==> src/rtl/hdmi_rx_rst_pkg.sv <==
package hdmi_rx_rst_pkg;

  // Index of each reset domain in the domain vectors
  typedef enum int {
    DOM_HDMI = 0,
    DOM_AUD  = 1,
    DOM_PKT  = 2,
    DOM_EDID = 3
  } rst_dom_e;

  localparam int NUM_DOMS = 4;

  // Events that clear the packet detection flags (boot is tracked separately)
  typedef struct packed {
    logic supply_up;
    logic port_moved;
    logic clk_back;
    logic cable_up;
  } clr_src_t;

  function automatic logic any_src(input clr_src_t s);
    return |s;
  endfunction

endpackage

==> src/rtl/hdmi_rx_rst_sync.sv <==
module hdmi_rx_rst_sync #(
  parameter int W      = 1,
  parameter int STAGES = 2
) (
  input  logic         clk,
  input  logic [W-1:0] d_async,
  output logic [W-1:0] q_sync
);

  // Free-running chain: no reset, so supply loss is seen even during chip reset
  logic [STAGES-1:0][W-1:0] chain = '0;

  always_ff @(posedge clk) begin
    chain[0] <= d_async;
    for (int i = 1; i < STAGES; i++) begin
      chain[i] <= chain[i-1];
    end
  end

  assign q_sync = chain[STAGES-1];

endmodule

==> src/rtl/hdmi_rx_rst_hold.sv <==
module hdmi_rx_rst_hold #(
  parameter int HOLD      = 4,
  parameter bit ASYNC_SET = 1'b1
) (
  input  logic clk,
  input  logic arst_n,
  input  logic cause,
  output logic rst_o
);

  localparam int            CW     = $clog2(HOLD + 1);
  localparam logic [CW-1:0] HOLD_V = CW'(HOLD);
  localparam logic [CW-1:0] ONE_V  = CW'(1);

  generate
    if (ASYNC_SET) begin : g_async
      logic [CW-1:0] cnt;
      logic          held;

      always_ff @(posedge clk or negedge arst_n) begin
        if (!arst_n) begin
          cnt  <= HOLD_V;
          held <= 1'b1;
        end else if (cause) begin
          cnt  <= HOLD_V;
          held <= 1'b1;
        end else if (cnt != '0) begin
          cnt  <= cnt - ONE_V;
          held <= 1'b1;
        end else begin
          held <= 1'b0;
        end
      end

      assign rst_o = held;
    end else begin : g_sync
      // Domain outside the chip reset: power-up value only
      logic [CW-1:0] cnt  = HOLD_V;
      logic          held = 1'b1;
      logic          unused_arst;

      assign unused_arst = arst_n;

      always_ff @(posedge clk) begin
        if (cause) begin
          cnt  <= HOLD_V;
          held <= 1'b1;
        end else if (cnt != '0) begin
          cnt  <= cnt - ONE_V;
          held <= 1'b1;
        end else begin
          held <= 1'b0;
        end
      end

      assign rst_o = held;
    end
  endgenerate

endmodule

==> src/rtl/hdmi_rx_rst_flagclr.sv <==
module hdmi_rx_rst_flagclr
  import hdmi_rx_rst_pkg::*;
(
  input  logic     clk,
  input  logic     arst_n,
  input  clr_src_t src,
  output logic     pulse
);

  logic boot;

  always_ff @(posedge clk or negedge arst_n) begin
    if (!arst_n) begin
      boot  <= 1'b1;
      pulse <= 1'b0;
    end else begin
      boot  <= 1'b0;
      pulse <= (any_src(src) | boot) & ~pulse;
    end
  end

endmodule

==> src/rtl/hdmi_rx_rst_ctrl.sv <==
module hdmi_rx_rst_ctrl
  import hdmi_rx_rst_pkg::*;
#(
  parameter int NPORTS      = 4,
  parameter int SEL_W       = 3,
  parameter int HOLD        = 4,
  parameter int SYNC_STAGES = 2
) (
  input  logic              clk,
  input  logic              chip_rst_n,
  input  logic              supply_good,
  input  logic [NPORTS-1:0] tmds_act,
  input  logic [NPORTS-1:0] cable_5v,
  input  logic [SEL_W-1:0]  port_sel,
  input  logic              dvi_mode,
  input  logic              cable_rst_dis,
  input  logic              edid_sw_rst,
  output logic              hdmi_rst,
  output logic              aud_rst,
  output logic              pkt_rst,
  output logic              edid_rst,
  output logic              flag_clr
);

  localparam int PIDX_W = (NPORTS > 1) ? $clog2(NPORTS) : 1;
  localparam int AW     = 2 * NPORTS + 1;

  // ---------------- synchronizers ----------------
  logic [AW-1:0] raw_async, raw_sync;
  logic [NPORTS-1:0] s_act, s_5v;
  logic              s_sup;

  assign raw_async = {supply_good, cable_5v, tmds_act};

  hdmi_rx_rst_sync #(.W(AW), .STAGES(SYNC_STAGES)) u_sync (
    .clk     (clk),
    .d_async (raw_async),
    .q_sync  (raw_sync)
  );

  assign s_act = raw_sync[NPORTS-1:0];
  assign s_5v  = raw_sync[2*NPORTS-1:NPORTS];
  assign s_sup = raw_sync[AW-1];

  // ---------------- selected port view ----------------
  logic              sel_valid;
  logic [PIDX_W-1:0] sel_idx;
  logic              sel_act, sel_5v;

  assign sel_valid = (int'(port_sel) < NPORTS);
  assign sel_idx   = port_sel[PIDX_W-1:0];

  always_comb begin
    sel_act = 1'b0;
    sel_5v  = 1'b0;
    if (sel_valid) begin
      sel_act = s_act[sel_idx];
      sel_5v  = s_5v[sel_idx];
    end
  end

  // ---------------- history for edge detection (free-running) ----------------
  logic             prev_act  = 1'b0;
  logic             prev_5v   = 1'b0;
  logic             prev_sup  = 1'b0;
  logic [SEL_W-1:0] prev_port = '0;

  always_ff @(posedge clk) begin
    prev_act  <= sel_act;
    prev_5v   <= sel_5v;
    prev_sup  <= s_sup;
    prev_port <= port_sel;
  end

  // ---------------- domain causes ----------------
  logic                link_lost;
  logic [NUM_DOMS-1:0] dom_cause;
  logic [NUM_DOMS-1:0] dom_rst;

  assign link_lost = ~sel_act | (~sel_5v & ~cable_rst_dis);

  always_comb begin
    dom_cause           = '0;
    dom_cause[DOM_HDMI] = link_lost;
    dom_cause[DOM_AUD]  = link_lost;
    dom_cause[DOM_PKT]  = link_lost | dvi_mode;
    dom_cause[DOM_EDID] = ~s_sup | edid_sw_rst;
  end

  generate
    for (genvar d = 0; d < NUM_DOMS; d++) begin : g_dom
      localparam bit IS_EDID = (d == int'(DOM_EDID));
      logic arst_sel;

      assign arst_sel = IS_EDID ? 1'b1 : chip_rst_n;

      hdmi_rx_rst_hold #(.HOLD(HOLD), .ASYNC_SET(!IS_EDID)) u_hold (
        .clk    (clk),
        .arst_n (arst_sel),
        .cause  (dom_cause[d]),
        .rst_o  (dom_rst[d])
      );
    end
  endgenerate

  assign hdmi_rst = dom_rst[DOM_HDMI];
  assign aud_rst  = dom_rst[DOM_AUD];
  assign pkt_rst  = dom_rst[DOM_PKT];
  assign edid_rst = dom_rst[DOM_EDID];

  // ---------------- flag clear strobe ----------------
  clr_src_t clr_src;

  always_comb begin
    clr_src.supply_up  = s_sup & ~prev_sup;
    clr_src.port_moved = (port_sel != prev_port);
    clr_src.clk_back   = sel_act & ~prev_act;
    clr_src.cable_up   = sel_5v & ~prev_5v & ~cable_rst_dis;
  end

  hdmi_rx_rst_flagclr u_flagclr (
    .clk    (clk),
    .arst_n (chip_rst_n),
    .src    (clr_src),
    .pulse  (flag_clr)
  );

endmodule

==> config.mk <==
export PLATFORM = sky130hd
export DESIGN_NAME = hdmi_rx_rst_ctrl
export DESIGN_NICKNAME = d
export VERILOG_FILES = /design/src/rtl/hdmi_rx_rst_pkg.sv /design/src/rtl/hdmi_rx_rst_sync.sv /design/src/rtl/hdmi_rx_rst_hold.sv /design/src/rtl/hdmi_rx_rst_flagclr.sv /design/src/rtl/hdmi_rx_rst_ctrl.sv
export SDC_FILE = /design/constraint.sdc
export NUM_CORES = 1
export LEC_CHECK = 0
export BUFFER_PORTS_ARGS = -buffer_cell sky130_fd_sc_hd__buf_2
export CAP_MARGIN = 40
export CORE_MARGIN = 2
export CORE_UTILIZATION = 38
export CTS_BUF_LIST = sky130_fd_sc_hd__clkbuf_4 sky130_fd_sc_hd__clkbuf_8 sky130_fd_sc_hd__clkbuf_16
export DETAILED_ROUTE_END_ITERATION = 10
export PLACE_DENSITY = 0.59
export SLEW_MARGIN = 15
export SYNTH_ARGS = -nofsm -noshare
export SYNTH_HDL_FRONTEND = slang
export SYNTH_HIERARCHICAL = 1
export SYNTH_SLANG_ARGS = --single-unit
==> constraint.sdc <==
create_clock -name clk -period 1.6 [get_ports clk]
set_clock_uncertainty 0.1 [all_clocks]
set_input_delay 0.32 -clock clk [delete_from_list [all_inputs] [get_ports clk]]
set_output_delay 0.32 -clock clk [all_outputs]
set_load 0.03 [all_outputs]
; Yosys cells after proc, flatten, opt, wreduce, memory -nomap -nowiden
; Cells that the tools add are included.
; W data, S select, Z words.
[op_classes]
add_sub_neg = 4
n_eq_ne = 1
n_lt_le_gt_ge = 2
n_bitwise = 18
reduce_logical = 8
n_mux = 19
[ops]
columns = operator, count
row1 = $mux W3, 6
row2 = $reduce_bool A3 Y1, 4
row3 = $sub A3 B1 Y3 const B, 4
row4 = $mux W1, 11
row5 = $not A1 Y1, 8
row6 = $and A1 B1 Y1, 6
row7 = $reduce_bool A2 Y1, 3
row8 = $bmux W1 S2, 2
row9 = $or A1 B1 Y1, 4
row10 = $reduce_or A4 Y1, 1
row11 = $lt A2 B3 Y1 const B, 1
row12 = $lt A3 B3 Y1 const B, 1
row13 = $ne A3 B3 Y1, 1
[totals]
regBits = 42
input_bits = 17
output_inout_bits = 5

; Logic depth before layout (Yosys ltp)
[depth]
depth_word = 8
mapped_depth = 6

; By module
; Netlist, hierarchy kept.
[by_module_without_submodules]
columns = module, seq_area_each_um2, instances, area_each_um2, cells_per_inst
row1 = hdmi_rx_rst_hold at g_dom[0].u_hold ..., 102.6, 3, 217.7, 18
row2 = hdmi_rx_rst_sync, 360.3, 1, 427.9, 27
row3 = hdmi_rx_rst_ctrl, 120.1, 1, 320.3, 31
row4 = hdmi_rx_rst_hold at g_dom[3].u_hold, 80.1, 1, 192.7, 18
row5 = hdmi_rx_rst_flagclr, 51.3, 1, 68.8, 6

; Least setup slack after synthesis
; No wires, ideal clock.
[synth_path]
kind = input to register
from = in port_sel[1]
to = reg g_dom[0].u_hold.g_async.cnt[0]
slack_ps = -226
cell_stages = 6
arrival_ps = 1600
path_cell_list = buf_6 mux2_4 or3_1 nand3_1 nor2b_1 mux2_4
[synth_via]
elab_chain_len = 7
[synth_rtl]
columns = item, line
row1 = "start, declared", hdmi_rx_rst_ctrl.sv:14  ; input logic [SEL_W-1:0] port_sel,
row2 = $bmux W1 S2, hdmi_rx_rst_ctrl.sv:58  ; sel_5v = s_5v[sel_idx];
row3 = $mux W1 (not written as such), hdmi_rx_rst_ctrl.sv:58
row4 = $mux W1, hdmi_rx_rst_ctrl.sv:56  ; if (sel_valid) begin
row5 = $not A1 Y1, hdmi_rx_rst_ctrl.sv:80  ; assign link_lost = ~sel_act | (~sel_5v & ~cable_rst_dis);
row6 = $and A1 B1 Y1, hdmi_rx_rst_ctrl.sv:80
row7 = $or A1 B1 Y1 *, hdmi_rx_rst_ctrl.sv:80
row8 = net dom_cause[0], hdmi_rx_rst_ctrl.sv:77  ; logic [NUM_DOMS-1:0] dom_cause;
row9 = $mux W3 or $reduce_bool A2 Y1 (tied branches), -
row10 = "end signal, assigned", hdmi_rx_rst_hold.sv:28  ; cnt <= cnt - ONE_V;
row11 = "end, declared", hdmi_rx_rst_hold.sv:17  ; logic [CW-1:0] cnt;
; Mark *: on every way through the listed nets, which the timed path passes. The rest lies on a longest branch. The select of a mux whose other input is x is not followed.
; A chain may end at the register's enable or synchronous reset.

; Final worst setup path
[layout_path]
from = reg u_sync.chain (netlist bit u_sync/q_sync[4])
to = reg g_dom[2].u_hold.g_async.cnt[0]
[layout_via]
elab_chain_len = 8
[layout_rtl]
columns = item, line
row1 = "start, declared", hdmi_rx_rst_sync.sv:11  ; logic [STAGES-1:0][W-1:0] chain = '0;
row2 = "start signal, assigned by index", hdmi_rx_rst_sync.sv:16  ; chain[i] <= chain[i-1];
row3 = $bmux W1 S2 *, hdmi_rx_rst_ctrl.sv:58
row4 = $mux W1 (not written as such) *, hdmi_rx_rst_ctrl.sv:58
row5 = $mux W1 *, hdmi_rx_rst_ctrl.sv:56
row6 = $not A1 Y1 *, hdmi_rx_rst_ctrl.sv:80
row7 = $and A1 B1 Y1 *, hdmi_rx_rst_ctrl.sv:80
row8 = $or A1 B1 Y1 *, hdmi_rx_rst_ctrl.sv:80
row9 = $or A1 B1 Y1 *, hdmi_rx_rst_ctrl.sv:86  ; dom_cause[DOM_PKT] = link_lost | dvi_mode;
row10 = net dom_cause[2], hdmi_rx_rst_ctrl.sv:77
row11 = $mux W3 or $reduce_bool A2 Y1 (tied branches), -
row12 = "end signal, assigned", hdmi_rx_rst_hold.sv:28
row13 = "end, declared", hdmi_rx_rst_hold.sv:17
; Marks and branches as above.

==> results.toml <==
[outcome]
status = "complete, but fails checks"
violations = "setup timing"

[cells_and_area]
fin_nets = 188
stdcell_area_mm2 = 0.001968
drive_gt1_share_pct = 38.41
diodes = 0
fillCellCount = 400
post-route-util_pct = 46.16
fin_cells = 216
ff_latch_area_um2 = 920.9
syn2layout_area_growth_pct = 18.63
multi_input_comb_area_um2 = 639.4

[placed_design]
post-place-ws_ns = -0.2973
dp.cells = 205
io_buffers = 21
dp_hpwl_um = 1757
gp_congestion = 0.7173
dpl_cell_area_mm2 = 0.001815

[clock_tree]
cts-root-buf = "clkbuf_8"
clk_latency_ns = 0.29
cts.clk_slew.worst_paths_ns = 0.07
cts_sinks = 42
numCtsBuffers = 5
cts_tree = "built"
h-tree-depth = 2
clock_path_buffers = 2

[setup_path]
r2r-end = "g_dom[2].u_hold/g_async.cnt[0]"
cp_max_fo = 4
crit_start = "u_sync/q_sync[4]"
crit_family = "simple AND/OR/NAND/NOR gates"
reg2reg_depth = 5
end_kind = "register"
cp_cell_sequence = "mux2_4, or3_4, nand4b_1, nor2b_1, mux2_4"
endpoint = "g_dom[2].u_hold/g_async.cnt[0]"
critPathSlowestCell = "or3_4"
crit_top_cell = "mux2_4"
crit_type = "reg -> reg"
critPathArrivalTime_ns = 1.68
rr_startpoint = "u_sync/q_sync[4]"
path_buf_inv = 0
cp.depth = 5
cp.required_ns = 1.67
max_stage_delay_ns = 0.34
critPathLaunchType = "register"
r2r_setup_slack_ns = -0.01

[worst_hold_path]
min_from = "tmds_act[2]"
min_path_type = "in -> reg"

[yosys]
synth_area_per_cell_um2 = 12.29
syn_inst = 135
ys_warn_count = 6
netlist_area_mm2 = 0.001659
synth_fp_nets = 160

[pwr]
power.total_mw = 2.238
power_density_mw_per_mm2 = 1137
total_leakage_power_nw = 0.8781
ir_drop_uv = 729.5

[timing]
rsz0062_at_grt = "yes"
maxClockFrequency_ghz = 0.6211
setup_viol = 3
final-hold-violation-count = 0
fin_ws_ns = -0.01006
fin_crit_sh_pct = 100.6
period_minus_slack_ns = 1.610
timing.final.max_slew_violations = 0

[routing]
wl_um = 2242
wl_per_cell_um = 10.38
avgViaCountPerCell = 4.468
ant_nets = 0
vias = 965
route.detailed.drc = 0
drt_iter0_markers = 33
drt-pass1-iter-count = 4

[floorplanning]
rows = 24
coreArea_mm2 = 0.004264
design.die.area_mm2 = 0.004911
dieWidth_um = 70.08
start_util_pct = 38.91
dieHeight_um = 70.08
io-pin-count = 22

[global_route]
antenna_found_initial = 0
gr-total-overflow = 0
grt_pass1_wl_um = 4126
grt_max_degree = 15
gr-usage-met1_pct = 12.78
grt_usage_pct = 10.87
grt_use_met2_pct = 16.93
use_met3_pct = 4.906
busiest_layer = "met2"
grt_pass1_vias = 973

[run]
cap_viol_max_count = 0
==> power by group <==
part,switching (mW),internal [mW]
registers,0.0360,1.13
logic,0.137,0.146
clock network,0.326,0.462
==> flip-flops by register name, summed over array words and instances, names as in the netlist <==
signal	cells
g_dom.u_hold/g_sync.cnt	3
u_flagclr/boot	1
prev_port	3
u_sync/q_sync	9
prev_5v	1
g_dom.u_hold/g_async.cnt	9
u_flagclr/pulse	1
g_dom.u_hold/rst_o	4
prev_sup	1
prev_act	1
u_sync/chain	9
==> repair_timing <==
action / in CTS / in global routing
hold buffers: 1 / 0
setup buffers: 1 / 1
resized for setup: 0 / 3
pin swaps: 0 / 1
endpoints found under the setup margin: 3 / 7
endpoints found under the hold margin: 7 / 0
==> through the flow <==
step	TNS, ns	hold WS [ns]
floorplan	-0.5185	-0.07559
detailed placement	-2.002	0.1334
CTS	-0.04971	0.01899
global placement	-1.519	0.1339
global route	-0.2930	0.008089
finish	-0.02067	0.03053
==> per-layer routing <==
metal | part of all wire (%) | up-vias
li1 | - | 491
met1 | 44 | 446
met2 | 49 | 22
met3 | 5.6 | 6
met4 | 1.9 | 0
met5 | 0 | -
==> placed cells by master (no fill, tap or decap), types with 6 or more instances in the layout <==
cell type,instances
buf_2,21
buf_4,9
clkbuf_8,6
dfrtp_1,7
dfstp_2,7
dfxtp_1,27
ha_1,8
inv_1,9
nor2_1,9
nor2b_1,9
==> layout make-up <==
class / count / share of cell area (%)
sequential: 42 / 46.79
multi-input combinational: 73 / 32.49
timing repair buffer: 32 / 9.854
clock buffer: 8 / 5.849
tap: 52 / 3.306
inverter: 9 / 1.716
==> worst min-delay path by stage <==
stage / to / slack, ns / depth (start not counted)
after floorplan: g_dom[0].u_hold/g_async.cnt[0] / -0.08 / 0
after global placement: g_dom[1].u_hold/g_async.cnt[0] / 0.13 / 1
after detailed placement: g_dom[1].u_hold/g_async.cnt[0] / 0.13 / 1
after CTS: u_sync/chain[2] / 0.02 / 1
after global routing: u_sync/chain[0] / 0.008 / 1
final: u_sync/chain[2] / 0.03 / 1
Power figures use the tool's default switching activity.
